==> src/rtl/pg_pkg.sv <==
package pg_pkg;
  localparam int CNT_W  = 16;
  localparam int HALF_W = CNT_W / 2;
  localparam int NCH    = 2;
  localparam int EV_N   = 3;
  localparam int FLAG_W = EV_N * NCH;
  localparam int ADDR_W = 3;
  localparam int PRE_W  = 6;

  localparam logic [ADDR_W-1:0] A_CTRL  = 3'd0;
  localparam logic [ADDR_W-1:0] A_CYCLE = 3'd1;
  localparam logic [ADDR_W-1:0] A_DUTY  = 3'd2;
  localparam logic [ADDR_W-1:0] A_START = 3'd3;
  localparam logic [ADDR_W-1:0] A_CLR   = 3'd4;
  localparam logic [ADDR_W-1:0] A_IEN   = 3'd5;

  typedef enum logic [1:0] {DIV1 = 2'd0, DIV4 = 2'd1, DIV16 = 2'd2, DIV64 = 2'd3} div_e;

  typedef struct packed {
    logic hw_trig_en;
    logic split;
    logic ext_clk;
    div_e div;
    logic one_shot;
    logic en;
  } ctrl_t;

  localparam int CTRL_W = $bits(ctrl_t);
endpackage

==> src/rtl/pg_regs.sv <==
module pg_regs
  import pg_pkg::*;
(
  input  logic              clk,
  input  logic              rst_n,
  input  logic              wr_en_i,
  input  logic [ADDR_W-1:0] wr_addr_i,
  input  logic [CNT_W-1:0]  wr_data_i,
  output ctrl_t             ctrl_o,
  output logic [CNT_W-1:0]  cycle_o,
  output logic [CNT_W-1:0]  duty_o,
  output logic [FLAG_W-1:0] ien_o,
  output logic [NCH-1:0]    sw_start_o,
  output logic [FLAG_W-1:0] clr_o
);
  always_ff @(posedge clk or negedge rst_n) begin
    if (!rst_n) begin
      ctrl_o  <= '0;
      cycle_o <= '0;
      duty_o  <= '0;
      ien_o   <= '0;
    end else if (wr_en_i) begin
      case (wr_addr_i)
        A_CTRL:  ctrl_o  <= ctrl_t'(wr_data_i[CTRL_W-1:0]);
        A_CYCLE: cycle_o <= wr_data_i;
        A_DUTY:  duty_o  <= wr_data_i;
        A_IEN:   ien_o   <= wr_data_i[FLAG_W-1:0];
        default: ;
      endcase
    end
  end

  always_comb begin
    sw_start_o = '0;
    clr_o      = '0;
    if (wr_en_i && wr_addr_i == A_START) sw_start_o = wr_data_i[NCH-1:0];
    if (wr_en_i && wr_addr_i == A_CLR)   clr_o      = wr_data_i[FLAG_W-1:0];
  end
endmodule

==> src/rtl/pg_presc.sv <==
module pg_presc
  import pg_pkg::*;
(
  input  logic clk,
  input  logic rst_n,
  input  div_e div_i,
  input  logic ext_i,
  input  logic ext_tick_i,
  output logic tick_o
);
  logic [PRE_W-1:0] pre_q;
  logic [PRE_W-1:0] mask;

  always_ff @(posedge clk or negedge rst_n) begin
    if (!rst_n) pre_q <= '0;
    else        pre_q <= pre_q + 1'b1;
  end

  always_comb begin
    case (div_i)
      DIV1:    mask = '0;
      DIV4:    mask = PRE_W'(3);
      DIV16:   mask = PRE_W'(15);
      default: mask = PRE_W'(63);
    endcase
  end

  assign tick_o = ext_i ? ext_tick_i : ((pre_q & mask) == mask);
endmodule

==> src/rtl/pg_chan.sv <==
module pg_chan #(
  parameter int W = 16
) (
  input  logic         clk,
  input  logic         rst_n,
  input  logic         en_i,
  input  logic         one_shot_i,
  input  logic         tick_i,
  input  logic         start_i,
  input  logic [W-1:0] cycle_i,
  input  logic [W-1:0] duty_i,
  output logic         out_o,
  output logic         trig_ev_o,
  output logic         borrow_ev_o,
  output logic         duty_ev_o
);
  logic         run_q;
  logic [W-1:0] cnt_q;
  logic [W-1:0] duty_q;
  logic [W-1:0] cnt_dec;
  logic         step;
  logic         at_zero;
  logic         load_hi;

  assign cnt_dec     = cnt_q - W'(1);
  assign step        = en_i && run_q && tick_i;
  assign at_zero     = (cnt_q == '0);
  assign load_hi     = (duty_i != '0) && (duty_i != cycle_i);
  assign trig_ev_o   = en_i && start_i && !run_q;
  assign borrow_ev_o = step && at_zero;
  assign duty_ev_o   = (trig_ev_o && duty_i == cycle_i)
                     || (borrow_ev_o && !one_shot_i && duty_i == cycle_i)
                     || (step && !at_zero && cnt_dec == duty_q);

  always_ff @(posedge clk or negedge rst_n) begin
    if (!rst_n) begin
      run_q  <= 1'b0;
      cnt_q  <= '0;
      duty_q <= '0;
      out_o  <= 1'b0;
    end else if (!en_i) begin
      run_q <= 1'b0;
      out_o <= 1'b0;
    end else if (trig_ev_o) begin
      run_q  <= 1'b1;
      cnt_q  <= cycle_i;
      duty_q <= duty_i;
      out_o  <= load_hi;
    end else if (step) begin
      if (at_zero) begin
        if (one_shot_i) begin
          run_q <= 1'b0;
          out_o <= 1'b0;
        end else begin
          cnt_q  <= cycle_i;
          duty_q <= duty_i;
          out_o  <= load_hi;
        end
      end else begin
        cnt_q <= cnt_dec;
        if (cnt_dec == duty_q) out_o <= 1'b0;
      end
    end
  end
endmodule

==> src/rtl/pg_irq.sv <==
module pg_irq
  import pg_pkg::*;
(
  input  logic              clk,
  input  logic              rst_n,
  input  logic [FLAG_W-1:0] set_i,
  input  logic [FLAG_W-1:0] clr_i,
  input  logic [FLAG_W-1:0] ien_i,
  output logic [FLAG_W-1:0] flags_o,
  output logic              irq_o
);
  always_ff @(posedge clk or negedge rst_n) begin
    if (!rst_n) flags_o <= '0;
    else        flags_o <= (flags_o & ~clr_i) | set_i;
  end

  assign irq_o = |(flags_o & ien_i);
endmodule

==> src/rtl/pulse_gen.sv <==
module pulse_gen
  import pg_pkg::*;
(
  input  logic              clk,
  input  logic              rst_n,
  input  logic              wr_en_i,
  input  logic [ADDR_W-1:0] wr_addr_i,
  input  logic [CNT_W-1:0]  wr_data_i,
  input  logic              hw_trig_i,
  input  logic              tmr_uflow_i,
  output logic [NCH-1:0]    pulse_o,
  output logic              adc_start_o,
  output logic              irq_o,
  output logic [FLAG_W-1:0] irq_flags_o
);
  ctrl_t             ctrl_q;
  logic [CNT_W-1:0]  cycle_q, duty_q;
  logic [FLAG_W-1:0] ien_q, clr, set;
  logic [NCH-1:0]    sw_start, start, trig_ev, borrow_ev, duty_ev;
  logic              tick;

  pg_regs u_regs (
    .clk, .rst_n, .wr_en_i, .wr_addr_i, .wr_data_i,
    .ctrl_o(ctrl_q), .cycle_o(cycle_q), .duty_o(duty_q), .ien_o(ien_q),
    .sw_start_o(sw_start), .clr_o(clr)
  );

  pg_presc u_presc (
    .clk, .rst_n, .div_i(ctrl_q.div), .ext_i(ctrl_q.ext_clk),
    .ext_tick_i(tmr_uflow_i), .tick_o(tick)
  );

  for (genvar g = 0; g < NCH; g++) begin : g_ch
    assign start[g] = sw_start[g] || (hw_trig_i && ctrl_q.hw_trig_en);
    assign set[EV_N*g+0] = trig_ev[g];
    assign set[EV_N*g+1] = borrow_ev[g];
    assign set[EV_N*g+2] = duty_ev[g];
    if (g == 0) begin : g_wide
      logic [CNT_W-1:0] cyc0, duty0;
      assign cyc0  = ctrl_q.split ? {{HALF_W{1'b0}}, cycle_q[HALF_W-1:0]} : cycle_q;
      assign duty0 = ctrl_q.split ? {{HALF_W{1'b0}}, duty_q[HALF_W-1:0]}  : duty_q;
      pg_chan #(.W(CNT_W)) u_chan (
        .clk, .rst_n, .en_i(ctrl_q.en), .one_shot_i(ctrl_q.one_shot),
        .tick_i(tick), .start_i(start[g]), .cycle_i(cyc0), .duty_i(duty0),
        .out_o(pulse_o[g]), .trig_ev_o(trig_ev[g]),
        .borrow_ev_o(borrow_ev[g]), .duty_ev_o(duty_ev[g])
      );
    end else begin : g_narrow
      pg_chan #(.W(HALF_W)) u_chan (
        .clk, .rst_n, .en_i(ctrl_q.en && ctrl_q.split), .one_shot_i(ctrl_q.one_shot),
        .tick_i(tick), .start_i(start[g]),
        .cycle_i(cycle_q[CNT_W-1:HALF_W]), .duty_i(duty_q[CNT_W-1:HALF_W]),
        .out_o(pulse_o[g]), .trig_ev_o(trig_ev[g]),
        .borrow_ev_o(borrow_ev[g]), .duty_ev_o(duty_ev[g])
      );
    end
  end

  pg_irq u_irq (
    .clk, .rst_n, .set_i(set), .clr_i(clr), .ien_i(ien_q),
    .flags_o(irq_flags_o), .irq_o
  );

  always_ff @(posedge clk or negedge rst_n) begin
    if (!rst_n) adc_start_o <= 1'b0;
    else        adc_start_o <= |borrow_ev;
  end
endmodule

==> config.mk <==
export PLATFORM = sky130hd
export DESIGN_NAME = pulse_gen
export DESIGN_NICKNAME = d
export VERILOG_FILES = /design/src/rtl/pg_pkg.sv /design/src/rtl/pg_regs.sv /design/src/rtl/pg_presc.sv /design/src/rtl/pg_chan.sv /design/src/rtl/pg_irq.sv /design/src/rtl/pulse_gen.sv
export SDC_FILE = /design/constraint.sdc
export NUM_CORES = 1
export LEC_CHECK = 0
export CAP_MARGIN = 5
export CORE_UTILIZATION = 40
export DETAILED_ROUTE_END_ITERATION = 8
export PLACE_DENSITY = 0.57
export SLEW_MARGIN = 10
export SYNTH_ARGS = -nofsm -noshare
export SYNTH_HDL_FRONTEND = slang
export SYNTH_SLANG_ARGS = --single-unit
==> constraint.sdc <==
create_clock -name clk -period 7.35 [get_ports clk]
set_input_delay 1.47 -clock clk [delete_from_list [all_inputs] [get_ports clk]]
set_output_delay 1.47 -clock clk [all_outputs]
set_load 0.05 [all_outputs]
; After elaboration in Yosys (flattened, before gate mapping)
; Cells that the tools add are included.
[totals]
reg_bits = 110
in_bits = 24
out_inout_bits = 10
word_cells = 158
[op_classes]
n_addsub = 3
n_eq_ne = 26
mux = 43
bitwise_logic = 5
n_reduce_logical = 61
[ops]
columns = operator, count
row1 = 2-to-1 mux 16 bit, 10
row2 = 2-to-1 mux 8 bit, 8
row3 = == test 16 bit, 2
row4 = logical AND 1 bit, 26
row5 = 2-to-1 mux 1 bit, 22
row6 = bitwise AND 6 bit, 3
row7 = one-hot mux 6 bit (3 select lines), 1
row8 = == test 8 bit, 2
row9 = logical NOT 16 bit, 1
row10 = != test 16 bit, 1
row11 = nonzero test 16 bit, 1
row12 = "subtractor 16 x 1 -> 16 bit, second input constant", 1
row13 = AND reduction 2 bit, 6
row14 = AND reduction 3 bit, 4
row15 = "!= test 3 x 1 -> 1 bit, second input constant", 3
row16 = "!= test 3 bit, second input constant", 3
row17 = logical NOT 8 bit, 1
row18 = != test 8 bit, 1
row19 = AND reduction 4 bit, 2
row20 = nonzero test 2 bit, 4
row21 = nonzero test 8 bit, 1
row22 = "subtractor 8 x 1 -> 8 bit, second input constant", 1
row23 = "adder 6 x 1 -> 6 bit, second input constant", 1
row24 = "== test 3 x 2 -> 1 bit, second input constant", 2
row25 = other kinds (19), 31

; Logic depth before layout (Yosys ltp)
; Gate-level depths: netlist (run 1).
[depth]
depth_word = 12
depth_mapped = 11
ltp_nobuf = 10

; Hierarchy
; Synthesis (run 1) repeated with hierarchy kept, for this count alone.
[unflattened]
hier_cells = 594
hier_area_um2 = 6373.6
[modules_own_cells]
columns = module, instances, cells_per_inst, area_per_inst_um2, seq_area_each_um2
row1 = pg_chan (g_ch[0].g_wide.u_chan), 1, 273, 2463.6, 850.8
row2 = pg_regs, 1, 108, 1884.3, 1126.1
row3 = pg_chan (g_ch[1].g_narrow.u_chan), 1, 145, 1337.5, 450.4
row4 = pg_presc, 1, 24, 271.5, 150.1
row5 = pg_irq, 1, 22, 247.7, 150.1
row6 = pulse_gen, 1, 22, 168.9, 25.0

; Worst setup path after synthesis (run 1)
; OpenSTA, ideal clock, no wires.
[synth_timing]
path_kind = input to register
start = in wr_addr_i[0]
end = reg g_ch[1].g_narrow.u_chan.duty_q[0]
setup_time_ps = 125
t_arrival_ps = 3235
t_required_ps = 7225
setup_slack_ps = 3990
cell_stages = 8
path_buffers = 3
cell_sequence = clkbuf_1 > and4b_1 > a21boi_0 > or3_1 > clkbuf_1 > o21ai_0 > clkbuf_1 > mux2_2
[synth_between]
elab_chain_cells = 8
word_cells_on_any_way = 11
classes_between = eq/ne: 2 / mux: 2 / reduce/logical: 7
[synth_rtl]
columns = item, line
row1 = start: declaration, pulse_gen.sv:7  ; input logic [ADDR_W-1:0] wr_addr_i,
row2 = == test 3 x 2 -> 1 bit *, pg_regs.sv:36  ; if (wr_en_i && wr_addr_i == A_START) sw_start_o = wr_data_i[NCH-1:0];
row3 = logical AND 1 bit *, pg_regs.sv:36
row4 = 2-to-1 mux 2 bit *, pg_regs.sv:36
row5 = logical OR 1 bit *, pulse_gen.sv:34  ; assign start[g] = sw_start[g] || (hw_trig_i && ctrl_q.hw_trig_en);
row6 = logical AND 1 bit * (2 in series), pg_chan.sv:29  ; assign trig_ev_o = en_i && start_i && !run_q;
row7 = != test 2 x 1 -> 1 bit (no line) / nonzero test 2 bit (equally long branches), -
row8 = AND reduction 4 bit (no line), -
row9 = end signal: assignment, pg_chan.sv:47  ; duty_q <= duty_i;
row10 = end signal: assignment, pg_chan.sv:56  ; duty_q <= duty_i;
row11 = end: declaration, pg_chan.sv:19  ; logic [W-1:0] duty_q;
; Mark *: on every way between the ends. The rest lies on a longest branch, timed or not.
; A chain may end at the register's enable or synchronous reset.

; Final worst setup path (run 1)
[layout_timing]
start = in wr_addr_i[1]
end = reg g_ch[0].g_wide.u_chan.cnt_q[12]
[layout_between]
elab_chain_cells = 8
word_cells_on_any_way = 10
classes_between = eq/ne: 2 / mux: 2 / reduce/logical: 6
[layout_rtl]
columns = item, line
row1 = == test 3 x 2 -> 1 bit *, pg_regs.sv:36
row2 = logical AND 1 bit *, pg_regs.sv:36
row3 = 2-to-1 mux 2 bit *, pg_regs.sv:36
row4 = logical OR 1 bit *, pulse_gen.sv:34
row5 = logical AND 1 bit * (2 in series), pg_chan.sv:29
row6 = != test 3 x 2 -> 1 bit (no line) / nonzero test 2 bit (equally long branches), -
row7 = AND reduction 3 bit (no line), -
row8 = end signal: assignment, pg_chan.sv:46  ; cnt_q <= cycle_i;
row9 = end signal: assignment, pg_chan.sv:55  ; cnt_q <= cycle_i;
row10 = end signal: assignment, pg_chan.sv:60  ; cnt_q <= cnt_dec;
row11 = end: declaration, pg_chan.sv:18  ; logic [W-1:0] cnt_q;
; Marked as above.

==> results.sh, run 1 <==
export IMPL_status="finished clean"
export IMPL_critPathMaxStageDelay_ps=490
export IMPL_synthCells=584
export IMPL_p_sw_uw=972
export IMPL_drt_wl_total_um=14300
export IMPL_post_cts_resized=0
export IMPL_place_congestion=0.844
export IMPL_cp_end_kind="register"
export IMPL_worst_slew_pin_slew_ps=889
export IMPL_maxCapViolCount=0
export IMPL_top_usage_layer="met2"
export IMPL_setup_viol=0
export IMPL_postRouteAntennaNets=0
export IMPL_via_count=4462
export IMPL_grt_setup_unrepaired="false"
export IMPL_ys_seq_area_frac=0.474
export IMPL_area_growth_syn_to_layout_pct=13.2
export IMPL_synth_top_flop_cell="dfrtp_1"
export IMPL_synthesis_area_sq_um=5810
export IMPL_grt_ovfl_total=0
export IMPL_skew_ps=7.40
export IMPL_use_met2=0.319
export IMPL_cp_max_fo=24
export IMPL_synth_edf_count=0
export IMPL_std_cell_rows=43
export IMPL_critPathRequiredTime_ps=7590
export IMPL_cts_root_buf="clkbuf_16"
export IMPL_avgViaCountPerCell=5.66
export IMPL_grt_use_total=0.206
export IMPL_synth_seq_cells=110
export IMPL_post_place_ws_ps=3400
export IMPL_grt_use_met1=0.295
export IMPL_cts_buffers=9
export IMPL_die_y_um=123
export IMPL_critical_path_top_delay_family="compound AO/OA/AOI/OAI gates"
export IMPL_core_sq_um=14000
export IMPL_start_util=0.414
export IMPL_crit_chain="clkdlybuf4s50_1, and4b_1, nand2_1, a21oi_1, and2_1, a21oi_2, buf_4, a21oi_1, a311oi_1"
export IMPL_grt_max_degree=64
export IMPL_fmax_ghz=0.278
export IMPL_io_pins=34
export IMPL_whs_path_depth=1
export IMPL_relSlewSlack=0.392
export IMPL_cpMaxStageDelayCell="clkdlybuf4s50_1"
export IMPL_drive_above_1_share=0.143
export IMPL_first_global_vias=4327
export IMPL_critPathKind="in -> reg"
export IMPL_ir_drop_uv=170
export IMPL_seqPwrFrac=0.431
export IMPL_syn_nets=612
export IMPL_final_fill_count=1302
export IMPL_io_buffers=33
export IMPL_antenna_found_initial=0
export IMPL_grt_pass1_wl_um=23300
export IMPL_power_frac_comb=0.375
export IMPL_cts_tree="yes"
export IMPL_fin_ws_ps=3750
export IMPL_rr_startpoint="g_ch[0].g_wide.u_chan.cnt_q[2]"
export IMPL_startpoint="wr_addr_i[1]"
export IMPL_diodes=0
export IMPL_yosysWarningCount=0
export IMPL_fin_setup_tns_ps=0
export IMPL_ys_types=47
export IMPL_p_int_uw=1500
export IMPL_post_route_period_util=0.490
export IMPL_ys_async_sr_fraction=1.00
export IMPL_startpoint_type="primary input"
export IMPL_clock_power_share=0.193
export IMPL_arrival_ps=3840
export IMPL_grt_use_met3=0.0297
export IMPL_cts_max_level=3
export IMPL_ff2ff_path_depth=8
export IMPL_hold_viol_final=0
export IMPL_crit_buf_inv=2
export IMPL_cellPowerDensity_nw_per_um2=375
export IMPL_worstHoldStart="u_presc.pre_q[5]"
export IMPL_fin_crit_ps=3600
export IMPL_mostFrequentLayoutCells="110 x dfrtp_1, 63 x nand2_1, 58 x mux2_2, 46 x o21ai_0, 41 x a21oi_1"
export IMPL_hp_class="reg -> reg"
export IMPL_cts_sinks=110
export IMPL_drc=0
export IMPL_nets=635
export IMPL_post_drt_wl_per_cell_um=18.1
export IMPL_path_clk_slew_ps=70
export IMPL_first_pass_iters=4
export IMPL_syn_area_per_cell_sq_um=9.95
export IMPL_postCtsSetupBuffers=0
export IMPL_die_w_um=123
export IMPL_cts_max_path_buffers=2
export IMPL_detailed_place_hpwl_um=10300
export IMPL_crit_cells=9
export IMPL_clock_latency_ps=350
export IMPL_swShare=0.394
export IMPL_slew_violations=0
export IMPL_cts_hold_buffers=0
export IMPL_drtIter0Drc=259
export IMPL_die_area_sq_um=15000
export IMPL_cp_common_cell="a21oi_1"
export IMPL_power_leakage_uw=0.00267
export IMPL_final_common_cell="dfrtp_1"
-- kinds of logic after synthesis --
family / share of synthesized area
AOI/OAI and AO/OA: 0.129
xor gates and xnor gates: 0.0799
buffers and inverters: 0.0297
DFF: 0.474
and+or+nand+nor: 0.165
muxes: 0.114
adders and majority gates: 0.00861
-- worst reg2reg max path, delay by kind of cell (launching register included) --
family | cells | cell delay [ps]
and+or+nand+nor | 5 | 1920
AOI/OAI and AO/OA | 1 | 360
DFF | 1 | 480
muxes | 1 | 330
xor gates and xnor gates | 1 | 230
-- Yosys cell counts (5+ instances only) --
cell	number	area, sq um
xnor2_1	38	333
nor2_1	38	143
nand3_1	12	60.1
inv_1	9	33.8
o21ai_0	46	230
a21o_1	5	37.5
xor2_1	15	131
clkbuf_1	23	86.3
a21oi_1	42	210
nor3b_1	8	60.1
a311oi_1	7	61.3
mux2_2	58	653
or3_1	6	37.5
nand2_1	63	236
nor4_1	7	43.8
dfrtp_1	110	2750
nor2b_1	6	37.5
nand4_1	12	75.1
nor3_1	25	125
-- final timing paths --
| path | endpoint | slack (ps) |
|---|---|---|
| max | g_ch[0].g_wide.u_chan.cnt_q[12] | 3750 |
| min | u_presc.pre_q[5] | 470 |
| max reg2reg | g_ch[0].g_wide.u_chan.out_o | 3920 |
| min reg2reg | u_presc.pre_q[5] | 470 |
| max in group asynchronous | u_regs.duty_o[5] | 4970 |
| min in group asynchronous | g_ch[0].g_wide.u_chan.cnt_q[7] | 1120 |
-- stage by stage --
step	area, sq um	std cells	power, uW	utilization	hold WS, ps
6_report	6580	789	2470	0.469	472
5_1_grt	6580	789	2650	0.469	510
4_1_cts	6580	789	2480	0.469	475
3_5_place_dp	6300	776	2000	0.449	463
3_3_place_gp	6300	776	1970	0.449	462
2_1_floorplan	5810	584	1740	-	440
-- sequential cells by signal, summed over array words and instances, names as in the netlist, 6 cells and up --
name                         flops
u_presc.pre_q                    6
g_ch.g_wide.u_chan.duty_q       16
u_regs.ien_o                     6
g_ch.g_wide.u_chan.cnt_q        16
g_ch.g_narrow.u_chan.duty_q      8
u_regs.cycle_o                  16
u_regs.duty_o                   16
u_regs.ctrl_o                    7
u_irq.flags_o                    6
g_ch.g_narrow.u_chan.cnt_q       8
-- layout make-up --
| cell class | count | area (sq um) | area share |
|---|---|---|---|
| Tap cell | 180 | 225 | 0.0342 |
| Clock buffer | 9 | 225 | 0.0342 |
| Timing Repair Buffer | 41 | 388 | 0.0589 |
| Inverter | 10 | 37.5 | 0.00570 |
| Sequential cell | 110 | 2750 | 0.418 |
| Clock inverter | 4 | 51.3 | 0.00779 |
| Multi-Input combinational cell | 435 | 2900 | 0.441 |
-- per-layer routing --
metal / share of wire / vias up
li1: - / 2138
met4: 0.011 / 0
met2: 0.47 / 73
met1: 0.50 / 2236
met5: 0 / -
met3: 0.027 / 15
-- power groups by stage --
| stage | clock (uW) | sequential (uW) | combinational (uW) |
|---|---|---|---|
| 2_1_floorplan | 0 | 972 | 769 |
| 3_3_place_gp | 0 | 1070 | 906 |
| 3_5_place_dp | 0 | 1070 | 926 |
| 4_1_cts | 490 | 1060 | 932 |
| 5_1_grt | 514 | 1100 | 1040 |
| 6_report | 477 | 1070 | 927 |
Note: power is estimated with default switching activity, not from simulation.
==> inputs of run 2 (changes only) <==
clock period = 3.32 ns   (was 7.35 ns; I/O delays follow)
==> results.sh, run 2 (same netlist as run 1, synthesis figures left out) <==
export IMPL_status="finished clean"
export IMPL_ir_drop_uv=417
export IMPL_swShare=0.403
export IMPL_critical_path_endpoint="g_ch[0].g_wide.u_chan.out_o"
export IMPL_mostFrequentLayoutCells="110 x dfrtp_1, 63 x nand2_1, 58 x mux2_2, 46 x o21ai_0, 41 x a21oi_1"
export IMPL_arrival_ps=3380
export IMPL_start_util=0.414
export IMPL_hold_viol_final=0
export IMPL_cp_max_fo=9
export IMPL_cts_max_level=3
export IMPL_grt_use_total=0.209
export IMPL_fin_total_pwr_uw=5550
export IMPL_io_pins=34
export IMPL_ff2ff_path_depth=8
export IMPL_place_congestion=0.832
export IMPL_startpoint_type="register"
export IMPL_drc=0
export IMPL_maxCapViolCount=0
export IMPL_p_sw_uw=2230
export IMPL_fmax_ghz=0.319
export IMPL_grt_setup_unrepaired="false"
export IMPL_avgViaCountPerCell=5.55
export IMPL_post_drt_wl_per_cell_um=17.9
export IMPL_skew_ps=6.14
export IMPL_core_sq_um=14000
export IMPL_io_buffers=33
export IMPL_cellPowerDensity_nw_per_um2=827
export IMPL_cts_sinks=110
export IMPL_via_count=4466
export IMPL_path_clk_slew_ps=70
export IMPL_final_common_cell="dfrtp_1"
export IMPL_power_frac_comb=0.385
export IMPL_p_int_uw=3310
export IMPL_startpoint="g_ch[0].g_wide.u_chan.cnt_q[2]"
export IMPL_cts_max_path_buffers=2
export IMPL_post_route_util=0.478
export IMPL_detailed_place_hpwl_um=10600
export IMPL_diodes=0
export IMPL_die_y_um=123
export IMPL_setup_viol=0
export IMPL_die_area_sq_um=15000
export IMPL_std_cell_rows=43
export IMPL_first_global_vias=4467
export IMPL_postRouteAntennaNets=0
export IMPL_cp_end_kind="register"
export IMPL_reg2reg_slack_ps=190
export IMPL_grt_max_degree=78
export IMPL_relSlewSlack=0.482
export IMPL_area_growth_syn_to_layout_pct=15.4
export IMPL_drtIter0Drc=283
export IMPL_rr_endpoint="g_ch[0].g_wide.u_chan.out_o"
export IMPL_post_route_period_util=0.944
export IMPL_cts_tree="yes"
export IMPL_clock_power_share=0.192
export IMPL_clock_latency_ps=360
export IMPL_hp_class="in -> async"
export IMPL_fin_setup_tns_ps=0
export IMPL_nets=648
export IMPL_seqPwrFrac=0.423
export IMPL_grt_ovfl_total=0
export IMPL_fin_crit_ps=3130
export IMPL_grt_pass1_wl_um=23600
export IMPL_power_leakage_uw=0.00275
export IMPL_critPathKind="reg -> reg"
export IMPL_slew_violations=0
export IMPL_drive_above_1_share=0.166
export IMPL_final_fill_count=1311
export IMPL_rr_startpoint="g_ch[0].g_wide.u_chan.cnt_q[2]"
export IMPL_first_pass_iters=4
export IMPL_cts_hold_buffers=0
export IMPL_critPathRequiredTime_ps=3560
export IMPL_drt_wl_total_um=14400
export IMPL_cts_buffers=9
export IMPL_worst_slew_pin_slew_ps=771
export IMPL_cts_root_buf="clkbuf_16"
export IMPL_antenna_found_initial=0
export IMPL_die_w_um=123
[run 2: critical path: stages (launching register included)]
cell and delay [ps]:
dfrtp_1 470, or4_4 630, nor4_4 260, xnor2_1 130, a2111oi_2 370, nand4_1 120, or4_1 590, nand4b_1 130
mux2_1 330
[run 2: power groups by stage]
stage               combinational [uW]  sequential (uW)  clock, uW
floorplan                         1700             2150          0
global placement                  2080             2350          0
detailed placement                2130             2360          0
CTS                               2140             2340       1100
global route                      2390             2410       1150
finish                            2140             2340       1070
[run 2: worst min-delay path by stage]
stage,endpoint,cells after the start
2_1_floorplan,adc_start_o,0
3_3_place_gp,u_presc.pre_q[5],1
3_5_place_dp,u_presc.pre_q[5],1
4_1_cts,g_ch[0].g_wide.u_chan.cnt_q[6],1
5_1_grt,g_ch[0].g_wide.u_chan.duty_q[6],1
6_report,g_ch[0].g_wide.u_chan.duty_q[7],1
[run 2: metrics by stage]
step                cells  instance area (sq um)  setup WS (ps)  hold slack (ps)
global route          805                   6710           15.0              285
CTS                   805                   6700            199              267
finish                805                   6710            186              251
detailed placement    789                   6410            232              480
floorplan             584                   5810            193              368
global placement      789                   6410            294              463
[run 2: metal layers]
layer / routed length [um] / track usage
met3: 483 / 0.0325
met4: 184 / 0.0793
met5: 0 / 0
met1: 7150 / 0.294
met2: 6620 / 0.323
[run 2: area by class of cell]
cell class                      instances  area (sq um)  area share
Sequential cell                       110          2750       0.410
Clock inverter                          7          62.6     0.00933
Clock buffer                            9           225      0.0336
Multi-Input combinational cell        435          2910       0.433
Inverter                               10          37.5     0.00560
Timing Repair Buffer                   54           498      0.0742
Tap cell                              180           225      0.0336
[run 2: what timing repair did]
action	CTS	global route
gates resized for setup	0	1
buffers inserted	0	0
endpoints found under the setup margin	0	1
